<file path="src/rtl/trb_fetch_pkg.sv">
package trb_fetch_pkg;
    localparam int TRB_W      = 128;
    localparam int CTRL_LSB   = 96;
    localparam int CYCLE_BIT  = CTRL_LSB + 0;
    localparam int TOGGLE_BIT = CTRL_LSB + 1;
    localparam int CHAIN_BIT  = CTRL_LSB + 4;
    localparam int TYPE_LSB   = CTRL_LSB + 10;
    localparam int TYPE_W     = 6;
    localparam logic [TYPE_W-1:0] TYPE_LINK = 6'd6;

    typedef enum logic [2:0] {
        ST_IDLE,
        ST_REQ,
        ST_WAIT,
        ST_PRESENT,
        ST_FLUSH
    } walk_state_t;
endpackage

</file>
<file path="src/rtl/trb_ctl_reg.sv">
module trb_ctl_reg #(
    parameter int ADDR_W = 64
) (
    input  logic              clk,
    input  logic              rst_n,
    input  logic              wr,
    input  logic [63:0]       wdata,
    input  logic              running,
    output logic              load_ptr,
    output logic [ADDR_W-5:0] load_val,
    output logic              load_ccs,
    output logic              pause_req,
    output logic              abort_req,
    output logic [63:0]       rdata
);
    logic [1:0] rsvd_q;

    always_ff @(posedge clk) begin
        if (!rst_n)
            rsvd_q <= '0;
        else if (wr)
            rsvd_q <= wdata[5:4];
    end

    always_comb begin
        load_ptr  = wr && !running;
        load_val  = {wdata[ADDR_W-1:6], 2'b00};
        load_ccs  = wdata[0];
        pause_req = wr && wdata[1] && running;
        abort_req = wr && wdata[2] && running;
        rdata     = {58'd0, rsvd_q, running, 3'b000};
    end
endmodule

</file>
<file path="src/rtl/trb_field_dec.sv">
module trb_field_dec
    import trb_fetch_pkg::*;
#(
    parameter int ADDR_W = 64
) (
    input  logic [TRB_W-1:0]  trb,
    input  logic              ccs,
    output logic              owned,
    output logic              is_link,
    output logic              toggle,
    output logic              last_td,
    output logic [ADDR_W-5:0] link_ptr
);
    always_comb begin
        owned    = trb[CYCLE_BIT] == ccs;
        is_link  = trb[TYPE_LSB +: TYPE_W] == TYPE_LINK;
        toggle   = trb[TOGGLE_BIT];
        last_td  = !trb[CHAIN_BIT];
        link_ptr = trb[ADDR_W-1:4];
    end
endmodule

</file>
<file path="src/rtl/trb_walker.sv">
module trb_walker
    import trb_fetch_pkg::*;
#(
    parameter int ADDR_W = 64
) (
    input  logic              clk,
    input  logic              rst_n,
    input  logic              doorbell,
    input  logic              load_ptr,
    input  logic [ADDR_W-5:0] load_val,
    input  logic              load_ccs,
    input  logic              pause_req,
    input  logic              abort_req,
    output logic              running,
    output logic              mem_req_valid,
    input  logic              mem_req_ready,
    output logic [ADDR_W-1:0] mem_req_addr,
    input  logic              mem_rsp_valid,
    input  logic [TRB_W-1:0]  mem_rsp_data,
    output logic              out_valid,
    input  logic              out_ready,
    output logic [TRB_W-1:0]  out_trb,
    output logic              out_last_td
);
    localparam int PW = ADDR_W - 4;

    walk_state_t      state_q, state_d;
    logic [PW-1:0]    ptr_q, ptr_d;
    logic             ccs_q, ccs_d;
    logic             pause_q, pause_d;
    logic             hold_d;
    logic [TRB_W-1:0] trb_q;
    logic             last_q;

    logic          rsp_owned, rsp_link, rsp_toggle, rsp_last;
    logic [PW-1:0] rsp_link_ptr;

    trb_field_dec #(.ADDR_W(ADDR_W)) i_dec (
        .trb      (mem_rsp_data),
        .ccs      (ccs_q),
        .owned    (rsp_owned),
        .is_link  (rsp_link),
        .toggle   (rsp_toggle),
        .last_td  (rsp_last),
        .link_ptr (rsp_link_ptr)
    );

    always_comb begin
        state_d = state_q;
        ptr_d   = ptr_q;
        ccs_d   = ccs_q;
        pause_d = pause_q || pause_req;
        hold_d  = 1'b0;
        unique case (state_q)
            ST_IDLE: begin
                if (load_ptr) begin
                    ptr_d = load_val;
                    ccs_d = load_ccs;
                end
                if (doorbell)
                    state_d = ST_REQ;
            end
            ST_REQ: begin
                if (mem_req_ready)
                    state_d = abort_req ? ST_FLUSH : ST_WAIT;
                else if (abort_req)
                    state_d = ST_IDLE;
            end
            ST_WAIT: begin
                if (abort_req) begin
                    state_d = mem_rsp_valid ? ST_IDLE : ST_FLUSH;
                end else if (mem_rsp_valid) begin
                    if (!rsp_owned) begin
                        state_d = ST_IDLE;
                    end else if (rsp_link) begin
                        ptr_d   = rsp_link_ptr;
                        ccs_d   = ccs_q ^ rsp_toggle;
                        state_d = ST_REQ;
                    end else begin
                        hold_d  = 1'b1;
                        state_d = ST_PRESENT;
                    end
                end
            end
            ST_PRESENT: begin
                if (abort_req) begin
                    state_d = ST_IDLE;
                end else if (out_ready) begin
                    ptr_d   = ptr_q + PW'(1);
                    state_d = pause_d ? ST_IDLE : ST_REQ;
                end
            end
            ST_FLUSH: begin
                if (mem_rsp_valid)
                    state_d = ST_IDLE;
            end
            default: state_d = ST_IDLE;
        endcase
        if (state_d == ST_IDLE)
            pause_d = 1'b0;
    end

    always_ff @(posedge clk) begin
        if (!rst_n) begin
            state_q <= ST_IDLE;
            ptr_q   <= '0;
            ccs_q   <= 1'b0;
            pause_q <= 1'b0;
            trb_q   <= '0;
            last_q  <= 1'b0;
        end else begin
            state_q <= state_d;
            ptr_q   <= ptr_d;
            ccs_q   <= ccs_d;
            pause_q <= pause_d;
            if (hold_d) begin
                trb_q  <= mem_rsp_data;
                last_q <= rsp_last;
            end
        end
    end

    always_comb begin
        running       = state_q != ST_IDLE;
        mem_req_valid = state_q == ST_REQ;
        mem_req_addr  = {ptr_q, 4'b0000};
        out_valid     = state_q == ST_PRESENT;
        out_trb       = trb_q;
        out_last_td   = last_q;
    end

    // request stays up with a fixed address until taken
    p_req_hold_r2: assert property (@(posedge clk) disable iff (!rst_n)
        mem_req_valid && !mem_req_ready && !abort_req |=> mem_req_valid && $stable(mem_req_addr));

    // an idle engine keeps its place unless software reloads it
    p_idle_hold_r3: assert property (@(posedge clk) disable iff (!rst_n)
        state_q == ST_IDLE && !load_ptr |=> $stable(ptr_q) && $stable(ccs_q));

    // only entries whose cycle bit matches are presented
    p_owned_out_r3: assert property (@(posedge clk) disable iff (!rst_n)
        out_valid |-> out_trb[CYCLE_BIT] == ccs_q);

    // presented entry holds until accepted
    p_out_hold_r4: assert property (@(posedge clk) disable iff (!rst_n)
        out_valid && !out_ready && !abort_req |=> out_valid && $stable(out_trb) && $stable(out_last_td));

    // links never reach the stream
    p_no_link_out_r6: assert property (@(posedge clk) disable iff (!rst_n)
        out_valid |-> out_trb[TYPE_LSB +: TYPE_W] != TYPE_LINK);

    // abort silences both sides on the next cycle
    p_abort_quiet_r9: assert property (@(posedge clk) disable iff (!rst_n)
        abort_req |=> !out_valid && !mem_req_valid);
endmodule

</file>
<file path="src/rtl/trb_ring_fetcher.sv">
module trb_ring_fetcher
    import trb_fetch_pkg::*;
#(
    parameter int ADDR_W = 64
) (
    input  logic              clk,
    input  logic              rst_n,
    input  logic              ring_ctl_wr,
    input  logic [63:0]       ring_ctl_wdata,
    output logic [63:0]       ring_ctl_rdata,
    input  logic              doorbell,
    output logic              mem_req_valid,
    input  logic              mem_req_ready,
    output logic [ADDR_W-1:0] mem_req_addr,
    input  logic              mem_rsp_valid,
    input  logic [127:0]      mem_rsp_data,
    output logic              out_valid,
    input  logic              out_ready,
    output logic [127:0]      out_trb,
    output logic              out_last_td
);
    logic              running, load_ptr, load_ccs, pause_req, abort_req;
    logic [ADDR_W-5:0] load_val;

    trb_ctl_reg #(.ADDR_W(ADDR_W)) i_ctl (
        .clk       (clk),
        .rst_n     (rst_n),
        .wr        (ring_ctl_wr),
        .wdata     (ring_ctl_wdata),
        .running   (running),
        .load_ptr  (load_ptr),
        .load_val  (load_val),
        .load_ccs  (load_ccs),
        .pause_req (pause_req),
        .abort_req (abort_req),
        .rdata     (ring_ctl_rdata)
    );

    trb_walker #(.ADDR_W(ADDR_W)) i_walk (
        .clk           (clk),
        .rst_n         (rst_n),
        .doorbell      (doorbell),
        .load_ptr      (load_ptr),
        .load_val      (load_val),
        .load_ccs      (load_ccs),
        .pause_req     (pause_req),
        .abort_req     (abort_req),
        .running       (running),
        .mem_req_valid (mem_req_valid),
        .mem_req_ready (mem_req_ready),
        .mem_req_addr  (mem_req_addr),
        .mem_rsp_valid (mem_rsp_valid),
        .mem_rsp_data  (mem_rsp_data),
        .out_valid     (out_valid),
        .out_ready     (out_ready),
        .out_trb       (out_trb),
        .out_last_td   (out_last_td)
    );

    // the running bit follows the walker and no pointer bits leak out
    p_rdata_shape_r7: assert property (@(posedge clk) disable iff (!rst_n)
        ring_ctl_rdata[3] == (out_valid || mem_req_valid || running) && ring_ctl_rdata[63:6] == '0);
endmodule

</file>
<file path="config.mk">
export PLATFORM = sky130hd
export DESIGN_NAME = trb_ring_fetcher
export DESIGN_NICKNAME = d
export VERILOG_FILES = /design/src/rtl/trb_fetch_pkg.sv /design/src/rtl/trb_ctl_reg.sv /design/src/rtl/trb_field_dec.sv /design/src/rtl/trb_walker.sv /design/src/rtl/trb_ring_fetcher.sv
export SDC_FILE = /design/constraint.sdc
export NUM_CORES = 1
export LEC_CHECK = 0
export BUFFER_PORTS_ARGS = -buffer_cell sky130_fd_sc_hd__buf_4
export CAP_MARGIN = 40
export CORE_AREA = 2 2 181 183
export DETAILED_ROUTE_END_ITERATION = 6
export DIE_AREA = 0 0 183 185
export GPL_ROUTABILITY_DRIVEN = 0
export PLACE_DENSITY = 0.67
export SLEW_MARGIN = 15
export SYNTH_ARGS = -nofsm -noshare
export SYNTH_HDL_FRONTEND = slang
export SYNTH_SLANG_ARGS = --single-unit
</file>
<file path="constraint.sdc">
create_clock -name clk -period 3.07 [get_ports clk]
set_input_delay 0.614 -clock clk [delete_from_list [all_inputs] [get_ports clk]]
set_output_delay 0.614 -clock clk [all_outputs]
set_load 0.05 [all_outputs]
</file>
==> insert_results.sql <==
INSERT INTO impl_metrics (metric_group, metric, value, unit) VALUES
('run_status', 'outcome', 'finished clean', ''),
('floorplan', 'fp.dieArea', '0.03386', 'sq mm'),
('place', 'io_buffers', '391', ''),
('clocking', 'total_clock_buffers_created_by_cts', '17', ''),
('clocking', 'cts_hold_buf', '0', ''),
('grt', 'grt_max_degree', '154', ''),
('routing', 'ant_nets', '0', ''),
('yosys', 'yosys_warning_count', '0', ''),
('clocking', 'insertion_delay', '440', 'ps'),
('timing', 'maxClockFrequency', '349.2', 'MHz'),
('worst_setup_path', 'crit_top_cell', 'sky130_fd_sc_hd__buf_4', ''),
('final_layout', 'mostFrequentLayoutCells', 'sky130_fd_sc_hd__buf_4, sky130_fd_sc_hd__nand2_1, sky130_fd_sc_hd__a21oi_1', ''),
('worst_setup_path', 'slowest_stage', 'sky130_fd_sc_hd__dfxtp_1', ''),
('worst_setup_path', 'worst-path-buf-inv', '3', ''),
('worst_setup_path', 'cp_data_required_time', '2460', 'ps'),
('power', 'leakage', '5.757', 'nW'),
('final_layout', 'mostFrequentLayoutCell', 'sky130_fd_sc_hd__buf_4', ''),
('grt', 'wire_length_of_the_first_global_routing_pass', '61780', 'um'),
('power', 'power_per_cell_area', '507.2', 'mW/mm^2'),
('worst_setup_path', 'cpLargestDelayFamily', 'buffers and inverters', ''),
('grt', 'vias_in_the_first_global_route', '10344', ''),
('yosys', 'synth.cell_area', '0.009946', 'sq mm'),
('worst_setup_path', 'timing.critical_path.from_type', 'flip-flop', ''),
('routing', 'drt_pre_antenna_iters', '7', ''),
('worst_setup_path', 'crit_path_end_kind', 'output pin', ''),
('worst_setup_path', 'setup.reg_to_reg.worst_slack', '280', 'ps'),
('clocking', 'htreeDepth', '4', ''),
('timing', 'max_slew.worst_pin.slew', '832.4', 'ps'),
('timing', 'timing.setup.tns', '0', 'ps'),
('yosys', 'area_share_of_xor_xnor_cells_in_the_synthesized_design', '0.1761', '%'),
('yosys', 'async_set_reset_flop_share_out_of_synthesis', '0', '%'),
('routing', 'routed_wirelength', '42370', 'um'),
('clocking', 'clk_pin_slew', '80', 'ps'),
('worst_setup_path', 'worst_ep_arrival_time', '2250', 'ps'),
('place', 'dp.final_hpwl', '32100', 'um'),
('timing', 'drv_slew', '0', ''),
('yosys', 'synthCells', '1330', ''),
('job', 'maxCapViolations', '0', ''),
('clocking', 'clockBufferDepth', '2', ''),
('timing', 'grt_setup_unrepaired', 'false', ''),
('timing', 'slew-limit-headroom', '44.51', '%'),
('worst_setup_path', 'crit_end', 'out_valid', ''),
('timing', 'layout_min_cycle_time', '2863', 'ps'),
('routing', 'wl_per_cell', '20.04', 'um'),
('yosys', 'synth_compound_gate_area_share', '24.13', '%'),
('final_layout', 'nets', '1888', ''),
('floorplan', 'fp-row-count', '66', ''),
('yosys', 'postSynthAreaPerCell', '7.478', 'sq um'),
('grt', 'number_of_antenna_violations_at_the_first_check_in_global_routing', '3', ''),
('routing', 'drcViolationCount', '0', ''),
('final_layout', 'design_area', '0.01379', 'sq mm'),
('worst_setup_path', 'reg2reg_from', 'i_walk.ptr_q[0]$_SDFFE_PN0P_', ''),
('worst_setup_path', 'critPathMaxFanout', '14', ''),
('routing', 'detailroute.via_count', '11299', ''),
('timing', 'setup_violations', '0', ''),
('clocking', 'clock_sinks', '196', ''),
('timing', 'finalHoldViolCount', '0', ''),
('clocking', 'post_cts_setup_buffer_count', '0', ''),
('floorplan', 'die_y', '185', 'um'),
('yosys', 'synth_edf_count', '0', ''),
('routing', 'drt-vias-per-instance', '5.345', ''),
('routing', 'drt_first_iter_violations', '1021', ''),
('yosys', 'synthAdderAreaFrac', '0.1258', '%'),
('grt', 'grt.overflow.total', '0', ''),
('yosys', 'postSynth.topFlopCell', 'sky130_fd_sc_hd__dfxtp_1', ''),
('yosys', 'yosys.cell_types.count', '78', ''),
('worst_setup_path', 'critPathLaunch', 'i_walk.state_q[0]$_SDFF_PN0_', ''),
('worst_setup_path', 'r2r.worst_path.cells', '7', ''),
('grt', 'global_route.usage.total', '23.77', '%'),
('final_layout', 'layout_cell_share_with_drive_strength_beyond_1', '29.16', '%'),
('timing', 'hold-worst-slack', '363.5', 'ps');
## flip-flops by register name, summed over array words and instances (netlist names)
| name | count |
|---|---|
| i_walk.pause_q | 1 |
| i_walk.state_q | 3 |
| i_walk.out_trb | 128 |
| i_walk.ccs_q | 1 |
| i_walk.out_last_td | 1 |
| i_ctl.rsvd_q | 2 |
| i_walk.ptr_q | 60 |
## synth_stat cells (all sizes together), types with 4 or more instances
library cell | number | area share [%]
inv | 9 | 0.34
a21o | 4 | 0.30
a211o | 5 | 0.44
nor2 | 52 | 2.0
nor4 | 10 | 0.99
nand4 | 30 | 2.1
o31a | 16 | 1.4
o21ai | 58 | 2.9
a31oi | 14 | 0.88
o31ai | 8 | 0.60
nand2b | 4 | 0.25
clkbuf | 71 | 2.9
and4 | 6 | 0.54
a211oi | 5 | 0.38
buf | 93 | 6.6
o311ai | 5 | 0.44
o41ai | 4 | 0.35
a32o | 5 | 0.50
nor3 | 20 | 1.1
dfxtp | 196 | 39
o21a | 5 | 0.38
o211ai | 18 | 1.4
nand3 | 41 | 2.3
a21oi | 222 | 11
nor2b | 4 | 0.25
nand2 | 312 | 12
o22ai | 6 | 0.38
and3 | 51 | 3.2
## final cells by class
type	count	area, sq um
diodes	5	12.51
clock buffers	17	425.4
clock inverters	15	168.9
fillers	3216	18250
inverters	11	43.79
multi-input cells	1022	5301
flip-flops and latches	196	3924
well taps	408	510.5
repair buffers	440	3403
## worst min path at each step
stage / startpoint / endpoint / slack [ps]
after CTS: mem_rsp_data[100] / i_walk.out_last_td$_SDFFE_PN0P_ / 350
after global placement: i_walk.out_trb[91]$_SDFFE_PN0P_ / i_walk.out_trb[91]$_SDFFE_PN0P_ / 440
after global routing: mem_rsp_data[100] / i_walk.out_last_td$_SDFFE_PN0P_ / 350
final: mem_rsp_data[100] / i_walk.out_last_td$_SDFFE_PN0P_ / 360
after detailed placement: i_walk.out_trb[41]$_SDFFE_PN0P_ / i_walk.out_trb[41]$_SDFFE_PN0P_ / 450
after floorplan: i_walk.ccs_q$_SDFFE_PN0P_ / i_walk.ccs_q$_SDFFE_PN0P_ / 470
## layer usage
metal	global-route usage, %	vias to the layer above	part of all wire (%)
li1	-	5305	-
met4	9.728	0	3.5
met3	5.643	101	8.9
met5	0	-	0
met1	32.74	5286	43
met2	35.62	607	45
## through the flow
stage	utilization (%)	instances	worst slack, ps	total power, mW
finish	43.04	2114	206.7	6.994
global route	43.02	2112	76.22	7.234
CTS	43.00	2109	233.4	7.006
detailed placement	41.14	2077	341.1	4.689
global placement	41.14	2077	383.3	4.671
floorplan	-	1394	440.5	4.032
## worst reg2reg max path: cells and delay by family (launching register included)
family	cells	cell delay, ps
AOI/OAI and AO/OA	2	570
and+or+nand+nor	4	1370
DFF	1	450
adders and majority gates	1	300
## logic make-up (layout without fill, tap and decap cells)
family                     Yosys count  count (layout)
buffers and inverters              176             483
adders and majority gates            1               1
DFF                                196             196
xor gates and xnor gates             2               2
and+or+nand+nor                    548             548
other                                1              70
AOI/OAI and AO/OA                  403             403
muxes                                3               3
## power breakdown
| part | leakage (nW) | internal, mW | switching, mW |
|---|---|---|---|
| clock | 0.282 | 1.23 | 1.11 |
| combinational | 3.88 | 0.570 | 1.20 |
| sequential | 1.59 | 2.67 | 0.216 |
| total | 5.76 | 4.46 | 2.53 |
No activity file was read; power rests on OpenSTA's default activity.
